[src/rtl/eth_bin_pkg.sv]
package eth_bin_pkg;
  localparam logic [31:0] CRC_POLY_R    = 32'hEDB88320;
  // register content after a whole frame with correct / complemented FCS
  localparam logic [31:0] CRC_RES_GOOD  = 32'hDEBB20E3;
  localparam logic [31:0] CRC_RES_STOMP = 32'h0000_0000;
  localparam int unsigned BAD_FCS_MIN_LEN = 64;

  typedef struct packed {
    logic jabber;
    logic oversize;
    logic toolong;
    logic undersize;
    logic fragment;
    logic bad_fcs;
    logic stomped;
  } bin_flags_t;
endpackage

[src/rtl/ebin_frame_tracker.sv]
module ebin_frame_tracker (
  input  logic clk_i,
  input  logic rst_ni,
  input  logic valid_i,
  input  logic sof_i,
  input  logic eof_i,
  output logic take_o,
  output logic start_o,
  output logic end_o
);
  logic in_frame_q;

  assign start_o = valid_i & sof_i;
  assign take_o  = valid_i & (sof_i | in_frame_q);
  assign end_o   = take_o & eof_i;

  // a start marker inside a frame abandons the old frame
  always_ff @(posedge clk_i or negedge rst_ni) begin
    if (!rst_ni)      in_frame_q <= 1'b0;
    else if (end_o)   in_frame_q <= 1'b0;
    else if (start_o) in_frame_q <= 1'b1;
  end

  assert_stray_ignored_R10: assert property (@(posedge clk_i) disable iff (!rst_ni)
    (!in_frame_q && !start_o) |-> !take_o);
endmodule

[src/rtl/ebin_len_counter.sv]
module ebin_len_counter #(
  parameter int unsigned LEN_W = 15
) (
  input  logic             clk_i,
  input  logic             rst_ni,
  input  logic             take_i,
  input  logic             start_i,
  output logic [LEN_W-1:0] len_o
);
  localparam logic [LEN_W-1:0] LEN_MAX = '1;

  logic [LEN_W-1:0] cnt_q, base;

  assign base  = start_i ? '0 : cnt_q;
  assign len_o = (base == LEN_MAX) ? LEN_MAX : base + 1'b1;

  always_ff @(posedge clk_i or negedge rst_ni) begin
    if (!rst_ni)     cnt_q <= '0;
    else if (take_i) cnt_q <= len_o;
  end

  assert_idle_hold_R10: assert property (@(posedge clk_i) disable iff (!rst_ni)
    !take_i |=> $stable(cnt_q));
  assert_len_sat_R9: assert property (@(posedge clk_i) disable iff (!rst_ni)
    (take_i && !start_i && cnt_q == LEN_MAX) |=> cnt_q == LEN_MAX);
  assert_len_step_R9: assert property (@(posedge clk_i) disable iff (!rst_ni)
    (take_i && !start_i && cnt_q != LEN_MAX) |=> cnt_q == $past(cnt_q) + 1'b1);
endmodule

[src/rtl/ebin_crc_engine.sv]
module ebin_crc_engine
  import eth_bin_pkg::*;
#(
  parameter int unsigned DATA_W = 8
) (
  input  logic              clk_i,
  input  logic              rst_ni,
  input  logic              take_i,
  input  logic              start_i,
  input  logic [DATA_W-1:0] data_i,
  output logic [31:0]       crc_next_o
);
  logic [31:0] crc_q, base;
  logic [DATA_W:0][31:0] stage;

  assign base     = start_i ? '1 : crc_q;
  assign stage[0] = base ^ {{(32-DATA_W){1'b0}}, data_i};

  // one reflected shift per data bit
  for (genvar g = 0; g < DATA_W; g++) begin : g_bit
    assign stage[g+1] = stage[g][0] ? ((stage[g] >> 1) ^ CRC_POLY_R) : (stage[g] >> 1);
  end

  assign crc_next_o = stage[DATA_W];

  always_ff @(posedge clk_i or negedge rst_ni) begin
    if (!rst_ni)     crc_q <= '1;
    else if (take_i) crc_q <= crc_next_o;
  end

  assert_crc_hold_R10: assert property (@(posedge clk_i) disable iff (!rst_ni)
    !take_i |=> $stable(crc_q));
endmodule

[src/rtl/ebin_classifier.sv]
module ebin_classifier
  import eth_bin_pkg::*;
#(
  parameter int unsigned LEN_W = 15,
  parameter int unsigned MIN_W = 8
) (
  input  logic             clk_i,
  input  logic             rst_ni,
  input  logic             eval_i,
  input  logic [LEN_W-1:0] len_i,
  input  logic [31:0]      residue_i,
  input  logic [LEN_W-1:0] max_len_i,
  input  logic [MIN_W-1:0] min_len_i,
  input  logic             ignore_fcs_i,
  output bin_flags_t       flags_o
);
  localparam logic [LEN_W-1:0] BAD_LO = LEN_W'(BAD_FCS_MIN_LEN);

  logic fcs_bad, fcs_stomp, bin_bad, over, under;
  bin_flags_t flags_d, flags_q;

  assign fcs_stomp = (residue_i == CRC_RES_STOMP);
  assign fcs_bad   = (residue_i != CRC_RES_GOOD);
  assign bin_bad   = fcs_bad & ~ignore_fcs_i;
  assign over      = len_i > max_len_i;
  assign under     = len_i < {{(LEN_W-MIN_W){1'b0}}, min_len_i};

  always_comb begin
    flags_d = '0;
    if (eval_i) begin
      flags_d.toolong   = over;
      flags_d.jabber    = over & bin_bad;
      flags_d.oversize  = over & ~bin_bad;
      flags_d.fragment  = under & bin_bad;
      flags_d.undersize = under & ~bin_bad;
      flags_d.bad_fcs   = fcs_bad & (len_i >= BAD_LO) & ~over;
      flags_d.stomped   = fcs_stomp;
    end
  end

  always_ff @(posedge clk_i or negedge rst_ni) begin
    if (!rst_ni) flags_q <= '0;
    else         flags_q <= flags_d;
  end

  assign flags_o = flags_q;

  assert_over_excl_R3: assert property (@(posedge clk_i) disable iff (!rst_ni)
    !(flags_q.oversize && flags_q.jabber));
  assert_toolong_pair_R3: assert property (@(posedge clk_i) disable iff (!rst_ni)
    (flags_q.oversize || flags_q.jabber) == flags_q.toolong);
  assert_under_excl_R4: assert property (@(posedge clk_i) disable iff (!rst_ni)
    !(flags_q.undersize && flags_q.fragment));
  assert_bad_in_range_R5: assert property (@(posedge clk_i) disable iff (!rst_ni)
    flags_q.bad_fcs |-> !flags_q.toolong);
endmodule

[src/rtl/eth_frame_binner.sv]
module eth_frame_binner
  import eth_bin_pkg::*;
#(
  parameter int unsigned DATA_W = 8,
  parameter int unsigned MAX_W  = 15,
  parameter int unsigned MIN_W  = 8
) (
  input  logic              clk_i,
  input  logic              rst_ni,
  input  logic              valid_i,
  input  logic              sof_i,
  input  logic              eof_i,
  input  logic [DATA_W-1:0] data_i,
  input  logic [MAX_W-1:0]  max_len_i,
  input  logic [MIN_W-1:0]  min_len_i,
  input  logic              ignore_fcs_i,
  output logic              jabber_o,
  output logic              oversize_o,
  output logic              toolong_o,
  output logic              undersize_o,
  output logic              fragment_o,
  output logic              bad_fcs_o,
  output logic              stomped_o
);
  localparam int unsigned LEN_W = MAX_W;

  logic take, start, fend;
  logic [LEN_W-1:0] len_fin;
  logic [31:0] crc_next;
  logic [MAX_W-1:0] max_q, max_eff;
  logic [MIN_W-1:0] min_q, min_eff;
  logic ign_q, ign_eff;
  bin_flags_t flags;

  ebin_frame_tracker u_track (
    .clk_i, .rst_ni, .valid_i, .sof_i, .eof_i,
    .take_o(take), .start_o(start), .end_o(fend)
  );

  ebin_len_counter #(.LEN_W(LEN_W)) u_len (
    .clk_i, .rst_ni, .take_i(take), .start_i(start), .len_o(len_fin)
  );

  ebin_crc_engine #(.DATA_W(DATA_W)) u_crc (
    .clk_i, .rst_ni, .take_i(take), .start_i(start), .data_i,
    .crc_next_o(crc_next)
  );

  // thresholds frozen at frame start; a one-byte frame uses the live values
  always_ff @(posedge clk_i or negedge rst_ni) begin
    if (!rst_ni) begin
      max_q <= '0;
      min_q <= '0;
      ign_q <= 1'b0;
    end else if (start) begin
      max_q <= max_len_i;
      min_q <= min_len_i;
      ign_q <= ignore_fcs_i;
    end
  end

  assign max_eff = start ? max_len_i    : max_q;
  assign min_eff = start ? min_len_i    : min_q;
  assign ign_eff = start ? ignore_fcs_i : ign_q;

  ebin_classifier #(.LEN_W(LEN_W), .MIN_W(MIN_W)) u_cls (
    .clk_i, .rst_ni, .eval_i(fend), .len_i(len_fin), .residue_i(crc_next),
    .max_len_i(max_eff), .min_len_i(min_eff), .ignore_fcs_i(ign_eff),
    .flags_o(flags)
  );

  assign jabber_o    = flags.jabber;
  assign oversize_o  = flags.oversize;
  assign toolong_o   = flags.toolong;
  assign undersize_o = flags.undersize;
  assign fragment_o  = flags.fragment;
  assign bad_fcs_o   = flags.bad_fcs;
  assign stomped_o   = flags.stomped;

  assert_pulse_after_end_R2: assert property (@(posedge clk_i) disable iff (!rst_ni)
    (|flags) |-> $past(fend));
  assert_thr_frozen_R8: assert property (@(posedge clk_i) disable iff (!rst_ni)
    !start |=> ($stable(max_q) && $stable(min_q) && $stable(ign_q)));
endmodule

[config.mk]
export PLATFORM = sky130hd
export DESIGN_NAME = eth_frame_binner
export DESIGN_NICKNAME = d
export VERILOG_FILES = /design/src/rtl/eth_bin_pkg.sv /design/src/rtl/ebin_frame_tracker.sv /design/src/rtl/ebin_len_counter.sv /design/src/rtl/ebin_crc_engine.sv /design/src/rtl/ebin_classifier.sv /design/src/rtl/eth_frame_binner.sv
export SDC_FILE = /design/constraint.sdc
export NUM_CORES = 1
export LEC_CHECK = 0
export ABC_AREA = 1
export BUFFER_PORTS_ARGS = -buffer_cell sky130_fd_sc_hd__buf_2
export CAP_MARGIN = 40
export CORE_UTILIZATION = 45
export DETAILED_ROUTE_END_ITERATION = 6
export HOLD_SLACK_MARGIN = 0.08
export PLACE_DENSITY_LB_ADDON = 0.25
export SYNTH_ARGS = -nofsm -noshare
export SYNTH_HDL_FRONTEND = slang
export SYNTH_SLANG_ARGS = --single-unit
[constraint.sdc]
create_clock -name clk_i -period 5.6 [get_ports clk_i]
set_clock_uncertainty 0.2 [all_clocks]
set_input_delay 0 -clock clk_i [delete_from_list [all_inputs] [get_ports clk_i]]
set_output_delay 0 -clock clk_i [all_outputs]
set_load 0.005 [all_outputs]
==> Yosys cells after proc, flatten, opt, wreduce, memory -nomap -nowiden <==
Index checks and enable logic that the tools add are counted.
{ "op_classes": {"order_cmp": 3, "mux": 17, "n_addsub": 1, "bitwise_logic": 23, "eq_ne": 2, "reduce_logical": 2} }
{ "op_table": {"columns": ["cell", "n"], "rows": [
  ["$mux 32", 9],
  ["$not 13->14", 8],
  ["$mux 15", 3],
  ["$logic_not 32->1", 1],
  ["$ne 32x32->1 const B", 1],
  ["$xor 32x8->32", 1],
  ["$add 15x1->15 const B", 1],
  ["$eq 15x15->1 const B", 1],
  ["$ge 15x7->1 const B", 1],
  ["$gt 15x15->1", 1],
  ["$lt 15x8->1", 1],
  ["$and 1x1->1", 10],
  ["$mux 8", 1],
  ["$mux 7", 1],
  ["$mux 1", 3],
  ["$not 1->1", 3],
  ["$reduce_bool 2->1", 1],
  ["$or 1x1->1", 1]
]} }
{ "word_totals": {"input_bits": 37, "ff_bits": 79, "wordCells": 61, "out_inout_bits": 7} }

==> Depth between registers and ports, before layout <==
Gate-level depths: netlist of the first run.
{ "depth": {"ltp_word": 24, "depth_mapped": 21, "mapped_depth_nobuf": 19} }

==> Cells and area by module <==
Synthesis of the first run repeated with hierarchy kept, for this count alone.
{ "unflattened": {"cells_unflattened": 865, "area_unflattened_um2": 6082.1} }
{ "modules_own_cells": {"columns": ["mod", "area_each_um2", "cells_per_inst", "seq_area_each_um2", "instances"], "rows": [
  ["ebin_crc_engine", 2715.1, 385, 840.8, 1],
  ["ebin_classifier", 1181.1, 202, 175.2, 1],
  ["ebin_len_counter", 1138.6, 168, 375.4, 1],
  ["eth_frame_binner", 974.7, 102, 600.6, 1],
  ["ebin_frame_tracker", 72.6, 8, 25.0, 1]
]} }

==> Worst setup path before layout of the first run <==
No wires, ideal clock.
{ "synth_timing": {"path_type": "register to register", "from": "register u_len.cnt_q[4]", "to": "register u_cls.flags_q, in the netlist u_cls.flags_o[5]", "n_path_buf": 0, "stages_incl_launch_ff": 17, "slack_ns": 3.100, "arrival_time_ns": 2.166, "synth_period_minus_slack_ns": 2.500, "required_time_ns": 5.266, "setup_time_ns": 0.134, "path_cell_list": "dfrtp_1 > nand2_2 > nor2_1 > nand2_1 > nor2_4 > nand2_1 > inv_2 > nand3_1 > o21ai_1 > inv_1 > ha_1 > a21oi_1 > nor2_1 > a2111oi_0 > nand2_1 > nand3_1 > a21oi_1"} }
{ "synth_rtl": {"columns": ["item", "line", "text"], "rows": [
  ["start: declaration", "ebin_len_counter.sv:12", "logic [LEN_W-1:0] cnt_q, base;"],
  ["start signal: assignment", "ebin_len_counter.sv:19", "else if (take_i) cnt_q <= len_o;"],
  ["end signal: assignment", "ebin_classifier.sv:43", "else flags_q <= flags_d;"],
  ["end: declaration", "ebin_classifier.sv:20", "bin_flags_t flags_d, flags_q;"]
]} }

==> run summary, run 1 <==
status: finished, final reports clean
Cell Pwr Density: 434 nW/um^2
total power: 3.04 mW
# DRC: 0
Core Box Area: 12800 sq um
Vias/cell: 5.02
Max Cap Violations: 0
Longest Clk Path Bufs: 2
Arrival @ worst endpoint: 3.67 ns
die height: 118 um
DRT Wirelength: 15.8 mm
Slew Viols, Final: 0
critical path startpoint category: primary input
Layout area overhead: 16.2%
CTS H-tree lvls: 3
first-pass GRT wire length: 26.6 mm
Synth top area share: 0.198
Ys Warns: 0
most frequent cells in the layout: nand2_1 (318), inv_1 (110), nor2_1 (83)
GRT Total Usage: 0.243
CTS tree: done
Final Critical Period: 3.66 ns
CP endpoint kind: flip-flop
vias in the first global route: 5530
Worst VDD drop: 0.195 mV
Yosys top cell by area: nand2_1
WL met2: 7.59 mm
Crit Path Max Fanout: 60
Synth area leaders: nand2_1 (20%), dfrtp_1 (19%), dfstp_2 (14%)
final setup vio count: 0
sequential share of the synthesized area: 0.334
Die W: 118 um
commonest non-fill, non-tap cell in the layout: nand2_1
TritonRoute pass-1 iters: 5
routed length per instance: 13.7 um
initial core utilization: 0.471
Final Wtd Congestion: 0.885
register bit total from synthesis: 79
met3 wire length: 689 um
Pleak: 3.72 nW
largest net degree at the start of global routing: 64
Slew HR: 0.554
highest metal used: met4
I/O Buffers: 43
clk sinks: 79
Reg clk slew, reported paths: 0.06 ns
Synth cell types: 36
cts repair resizes: 0
Post-Place Setup Slack: 2.14 ns
PnR worst setup slack: 1.94 ns
post-DP HPWL: 11.3 mm
total CTS buffers: 9
ANT cells: 0
RSZ-0062 raised after global routing: false
Hold Vio Cnt, Final: 0
fmax: 273 MHz
met1 wire length: 7.05 mm
initial antenna violation count: 0
row count: 41
I/O pin cnt: 44
fillcell total: 1246
initial DRC count: 317
Final nets: 1040
syn_area_per_cell: 6.59 sq um
final worst path period share: 0.653
die area: 13900 sq um
Critical Path RT: 5.61 ns
Syn Inst Count: 916
setup TNS: 0 ns
ANT nets after route: 0
synthesized cell area: 6030 sq um
Vias: 5812
worst-margin pin slew: 0.669 ns
fraction of layout cells with a size suffix above 1: 0.182
Hold Crit Class: in -> reg
Crit Path Category: in -> reg
area occupied by multi-input gates: 3450 sq um
total congestion overflow: 0
total area of sequential cells: 2020 sq um
Clock Latency Late Sink: 0.35 ns
Syn Nets: 975
Root Driver: clkbuf_16
## synth_stat cells
cell type	count
mux2i_1	1
a21oi_1	8
nand2_2	34
nand2_4	9
buf_6	5
nand3_2	6
nand2_1	318
a211oi_1	2
nor2_2	4
or2_2	24
o21ai_1	1
a31oi_1	3
nor2_1	84
a2111oi_0	1
o22ai_1	1
or2_1	2
xor2_1	11
nand2b_1	1
and2_1	1
inv_1	110
nand4_1	9
clkbuf_1	14
dfrtp_1	47
nor3_1	3
ha_1	22
dfstp_2	32
inv_2	5
buf_2	3
buf_8	1
nand3b_1	4
buf_4	1
nor4_1	1
nor2_4	1
nand3_1	69
o21ai_0	71
xnor2_1	7
## final timing paths
| kind | startpoint | endpoint | slack (ns) | depth (start not counted) |
|---|---|---|---|---|
| min reg2reg | u_len.cnt_q[10]$_DFFE_PN0P_ | u_len.cnt_q[10]$_DFFE_PN0P_ | 0.29 | 2 |
| max in group asynchronous | rst_ni | u_crc.crc_q[25]$_DFFE_PN1P_ | 4.32 | 4 |
| min in group asynchronous | rst_ni | min_q[6]$_DFF_PN0_ | 0.54 | 4 |
| max | valid_i | u_cls.flags_o[5]$_DFF_PN0_ | 1.94 | 19 |
| max reg2reg | u_len.cnt_q[4]$_DFFE_PN0P_ | u_cls.flags_o[5]$_DFF_PN0_ | 2.72 | 16 |
| min | data_i[4] | u_crc.crc_q[6]$_DFFE_PN1P_ | 0.11 | 6 |
## cell type report
type / instances / area share
clock buffers: 10 / 0.0341
clock inverters: 6 / 0.00857
inverters: 115 / 0.0616
multi-input cells: 698 / 0.492
flip-flops and latches: 79 / 0.288
well taps: 172 / 0.0307
repair buffers: 78 / 0.0857
## critical path, stage by stage
cell and delay (ns):
dlygate4sd3_1 0.54, buf_2 0.14, nand2_4 0.50, inv_2 0.29, buf_12 0.26, nor2_1 0.17, nand2_1 0.09, nor2_1 0.14
nand3_1 0.12, xnor2_1 0.14, nor2_1 0.16, inv_1 0.06, ha_1 0.28, nand4_1 0.09, a31oi_1 0.05, a2111oi_0 0.29
nand2_1 0.12, nand3_1 0.13, a21oi_1 0.05
## where the power goes
| group | switching, mW | internal [mW] |
|---|---|---|
| Clock | 0.246 | 0.355 |
| Combinational | 1.08 | 0.493 |
| Sequential | 0.0712 | 0.797 |
## per-layer routing
metal  track usage  vias to the layer above
met2         0.416                      136
met1         0.296                     2648
met5             0                        -
met3        0.0417                       31
li1              -                     2997
met4         0.112                        0
## through the flow
step                      hold slack [ns]  cell area [sq um]  utilization  cells
final                               0.108               7010        0.547   1158
after CTS                          0.0976               7010        0.547   1158
after detailed placement           -0.259               6390        0.498   1111
after floorplan                    -0.496               6030            -    916
after global routing                0.138               7010        0.547   1158
after global placement             0.0313               6340        0.495   1109
## timing repair
item,in CTS,in global routing
buffers inserted,0,0
endpoints found under the hold margin,114,0
hold buffers,31,0
setup endpoints to repair,0,0
## flip-flops by register name, summed over array words and instances, names as in the netlist
signal,count
u_len.cnt_q,15
min_q,8
ign_q,1
u_crc.crc_q,32
u_track.in_frame_q,1
max_q,15
u_cls.flags_o,7
## cell families (layout without fill, tap and decap cells)
| group | count (synthesis) | count (layout) | synth area share |
|---|---|---|---|
| XOR/XNOR | 18 | 18 | 0.0261 |
| multiplexers | 1 | 1 | 0.00166 |
| flip-flops | 79 | 79 | 0.334 |
| adder cells (fa/ha/maj) | 22 | 22 | 0.0456 |
| AO/OA/AOI/OAI | 87 | 87 | 0.0744 |
| AND/OR/NAND/NOR | 570 | 570 | 0.422 |
| buffers and inverters | 139 | 209 | 0.0958 |
(Power assumes the default switching activity.)
==> inputs of run 2 (changes only) <==
==> constraint.sdc (replaced) <==
create_clock -name clk_i -period 3.3 [get_ports clk_i]
set_clock_uncertainty 0.2 [all_clocks]
set_input_delay 0 -clock clk_i [delete_from_list [all_inputs] [get_ports clk_i]]
set_output_delay 0 -clock clk_i [all_outputs]
set_load 0.005 [all_outputs]
==> run 2 against run 1 <==
  * Register-to-register slack got worse by 2.2 ns
  * First-iteration DRC count rose by 5.4%
  * Wire length rose by 0.25%
  * Sequential share of layout area is 0.082 points lower
  * Critical endpoint unchanged
  * Critical path depth stayed put
  * Cell count rose by 0.35%
==> run summary, run 2 (same netlist as run 1, synthesis figures left out) <==
Slew Viols, Final: 0 (unchanged)
Root Driver: clkbuf_16
status: finished, final reports clean
post-DP HPWL: 11.7 mm (+3.4%)
met2 GRT Util: 0.410 (-0.00588)
Layout area overhead: 16.5%
ANT cells: 0 (unchanged)
final core utilization: 0.548 (+0.00156)
Final nets: 1044 (+0.38%)
total area of sequential cells: 2020 sq um (unchanged)
Core Box Area: 12800 sq um (unchanged)
Longest Clk Path Bufs: 2 (unchanged)
Vias: 5779 (-0.57%)
PnR worst setup slack: 0.287 ns (-1.66 ns)
initial DRC count: 334 (+5.4%)
Reg power frac: 0.283 (-0.002)
crit path buf inv count: 5 (unchanged)
fraction of layout cells with a size suffix above 1: 0.184 (+0.00230)
final worst path period share: 0.913
total CTS buffers: 9 (unchanged)
most frequent cells in the layout: nand2_1 (318), inv_1 (110), nor2_1 (82)
fillcell total: 1276 (+2.4%)
Hold Vio Cnt, Final: 0 (unchanged)
I/O pin cnt: 44 (unchanged)
switching pwr: 2.39 mW (+71%)
Worst path max stage delay: 0.53 ns (about the same)
Pint: 2.81 mW (+71%)
Worst R2R Setup Slack: 0.49 ns (-2.23 ns)
initial antenna violation count: 0 (unchanged)
Final Critical Period: 3.01 ns
Critical Path RT: 3.32 ns (-2.29 ns)
Hold Crit Class: in -> reg
largest net degree at the start of global routing: 43 (-33%)
final setup vio count: 0 (unchanged)
initial core utilization: 0.471 (unchanged)
GRT busiest layer: met2
die area: 13900 sq um (unchanged)
# DRC: 0 (unchanged)
WHS: 0.120 ns (+0.0117 ns)
Final Wtd Congestion: 0.905 (+2.3%)
Crit Path Category: in -> reg
slowest CP cell: dlygate4sd3_1
CTS tree: done
Worst path top cell family by delay: simple AND/OR/NAND/NOR gates
Reg clk slew, reported paths: 0.06 ns (about the same)
Crit Path Max Fanout: 35 (-42%)
CP Cell Sequence: dlygate4sd3_1, buf_2, nand2_8, nand3_2, inv_1, nand2_2, nor2_4, nand2_1, inv_2, nand3_1, o21ai_1, inv_1, ha_1, a21oi_1, nor2_1, a2111oi_0, nand2_1, nand3_1, a21oi_1
Post-Place Setup Slack: 0.345 ns (-1.80 ns)
area occupied by multi-input gates: 3460 sq um (+0.33%)
die height: 118 um (unchanged)
total congestion overflow: 0 (unchanged)
Net Sw Frac: 0.460 (about the same)
routed length per instance: 13.6 um (about the same)
Pleak: 3.72 nW (about the same)
row count: 41 (unchanged)
Biggest register: u_crc.crc_q
Worst VDD drop: 0.362 mV (+86%)
RSZ-0062 raised after global routing: false
max reg flops: 32 (unchanged)
CP endpoint kind: flip-flop
ANT nets after route: 0 (unchanged)
fmax: 332 MHz
met1 Track Usage GR: 0.306 (+0.00942)
commonest non-fill, non-tap cell in the layout: nand2_1
Comb pwr share: 0.517 (about the same)
Cell Pwr Density: 739 nW/um^2 (+70%)
clk sinks: 79 (unchanged)
dpl cells: 1114 (+0.27%)
critical path startpoint category: primary input
Max Cap Violations: 0 (unchanged)
setup TNS: 0 ns (unchanged)
vias in the first global route: 5450 (-1.4%)
Die W: 118 um (unchanged)
DRT Wirelength: 15.9 mm (+0.25%)
fin cells: 1162 (+0.35%)
CTS H-tree lvls: 3 (unchanged)
GRT Total Usage: 0.245 (+0.00162)
TritonRoute pass-1 iters: 7 (+2)
Arrival @ worst endpoint: 3.03 ns (-0.64 ns)
Clock Latency Late Sink: 0.35 ns (about the same)
Slew HR: 0.517 (-0.0368)
biggest regs: u_crc.crc_q (32), max_q (15), u_len.cnt_q (15)
M3 GR Usage: 0.0475 (+0.00581)
Clock Power Share: 0.200 (+0.003)
Vias/cell: 4.97 (-0.91%)
first-pass GRT wire length: 26.8 mm (+0.57%)
worst-margin pin slew: 0.723 ns (+0.0535 ns)
I/O Buffers: 43 (unchanged)
==> run 2: cell count changes in the layout (fill, tap and decap cells not counted), moves of 2 or more <==
| cell | previous run | this run |
|---|---|---|
| buf_4 | 3 | 7 |
| dlygate4sd3_1 | 30 | 32 |
| clkinv_2 | 2 | 0 |
| inv_6 | 0 | 2 |
==> run 2: metal layers <==
layer,routed length [um],vias to the layer above
met5,0,-
met4,421,0
met3,779,23
met2,7510,162
met1,7150,2593
li1,-,3001
==> run 2: what timing repair did <==
action | CTS | global route
buffers inserted | 0 | 0
hold buffers | 31 | 1
resized for setup | 0 | 2
hold endpoints to repair | 110 | 1
setup endpoints to repair | 0 | 6
==> run 2: metrics by stage <==
step           power [mW]  instance area (sq um)
2_1_floorplan        3.45                   6030
3_3_place_gp         4.06                   6370
3_5_place_dp         4.09                   6390
4_1_cts              5.19                   7010
5_1_grt              5.62                   7030
6_report             5.19                   7030
==> run 2: final timing paths <==
| kind | from | depth (start not counted) | to |
|---|---|---|---|
| max | valid_i | 19 | u_cls.flags_o[5]$_DFF_PN0_ |
| min in group asynchronous | rst_ni | 2 | u_crc.crc_q[17]$_DFFE_PN1P_ |
| min reg2reg | u_crc.crc_q[23]$_DFFE_PN1P_ | 2 | u_crc.crc_q[23]$_DFFE_PN1P_ |
| min | data_i[4] | 6 | u_crc.crc_q[6]$_DFFE_PN1P_ |
| max reg2reg | u_len.cnt_q[0]$_DFFE_PN0P_ | 16 | u_cls.flags_o[5]$_DFF_PN0_ |
| max in group asynchronous | rst_ni | 3 | u_len.cnt_q[10]$_DFFE_PN0P_ |
==> run 2: layout make-up <==
class	instances	share of cell area
clock buffers	11	0.0345
clock inverters	5	0.00890
inverters	115	0.0614
multi-input cells	698	0.492
flip-flops and latches	79	0.287
well taps	172	0.0306
repair buffers	82	0.0858
==> run 2: power by group through the flow <==
stage          sequential (mW)  clock, mW  combinational [mW]
5_1_grt                   1.50       1.10                3.02
3_5_place_dp              1.49          0                2.61
2_1_floorplan             1.45          0                2.00
6_report                  1.47       1.04                2.68
4_1_cts                   1.47       1.06                2.65
3_3_place_gp              1.48          0                2.58
==> run 2: worst reg2reg max path: stages (launching register included) <==
cell and delay, ns:
dfrtp_1 0.38, nand3_2 0.12, inv_1 0.11, nand2_2 0.09
nor2_4 0.16, nand2_1 0.11, inv_2 0.08, nand3_1 0.06
o21ai_1 0.11, inv_1 0.07, ha_1 0.31, a21oi_1 0.16
nor2_1 0.05, a2111oi_0 0.35, nand2_1 0.12, nand3_1 0.14
a21oi_1 0.06
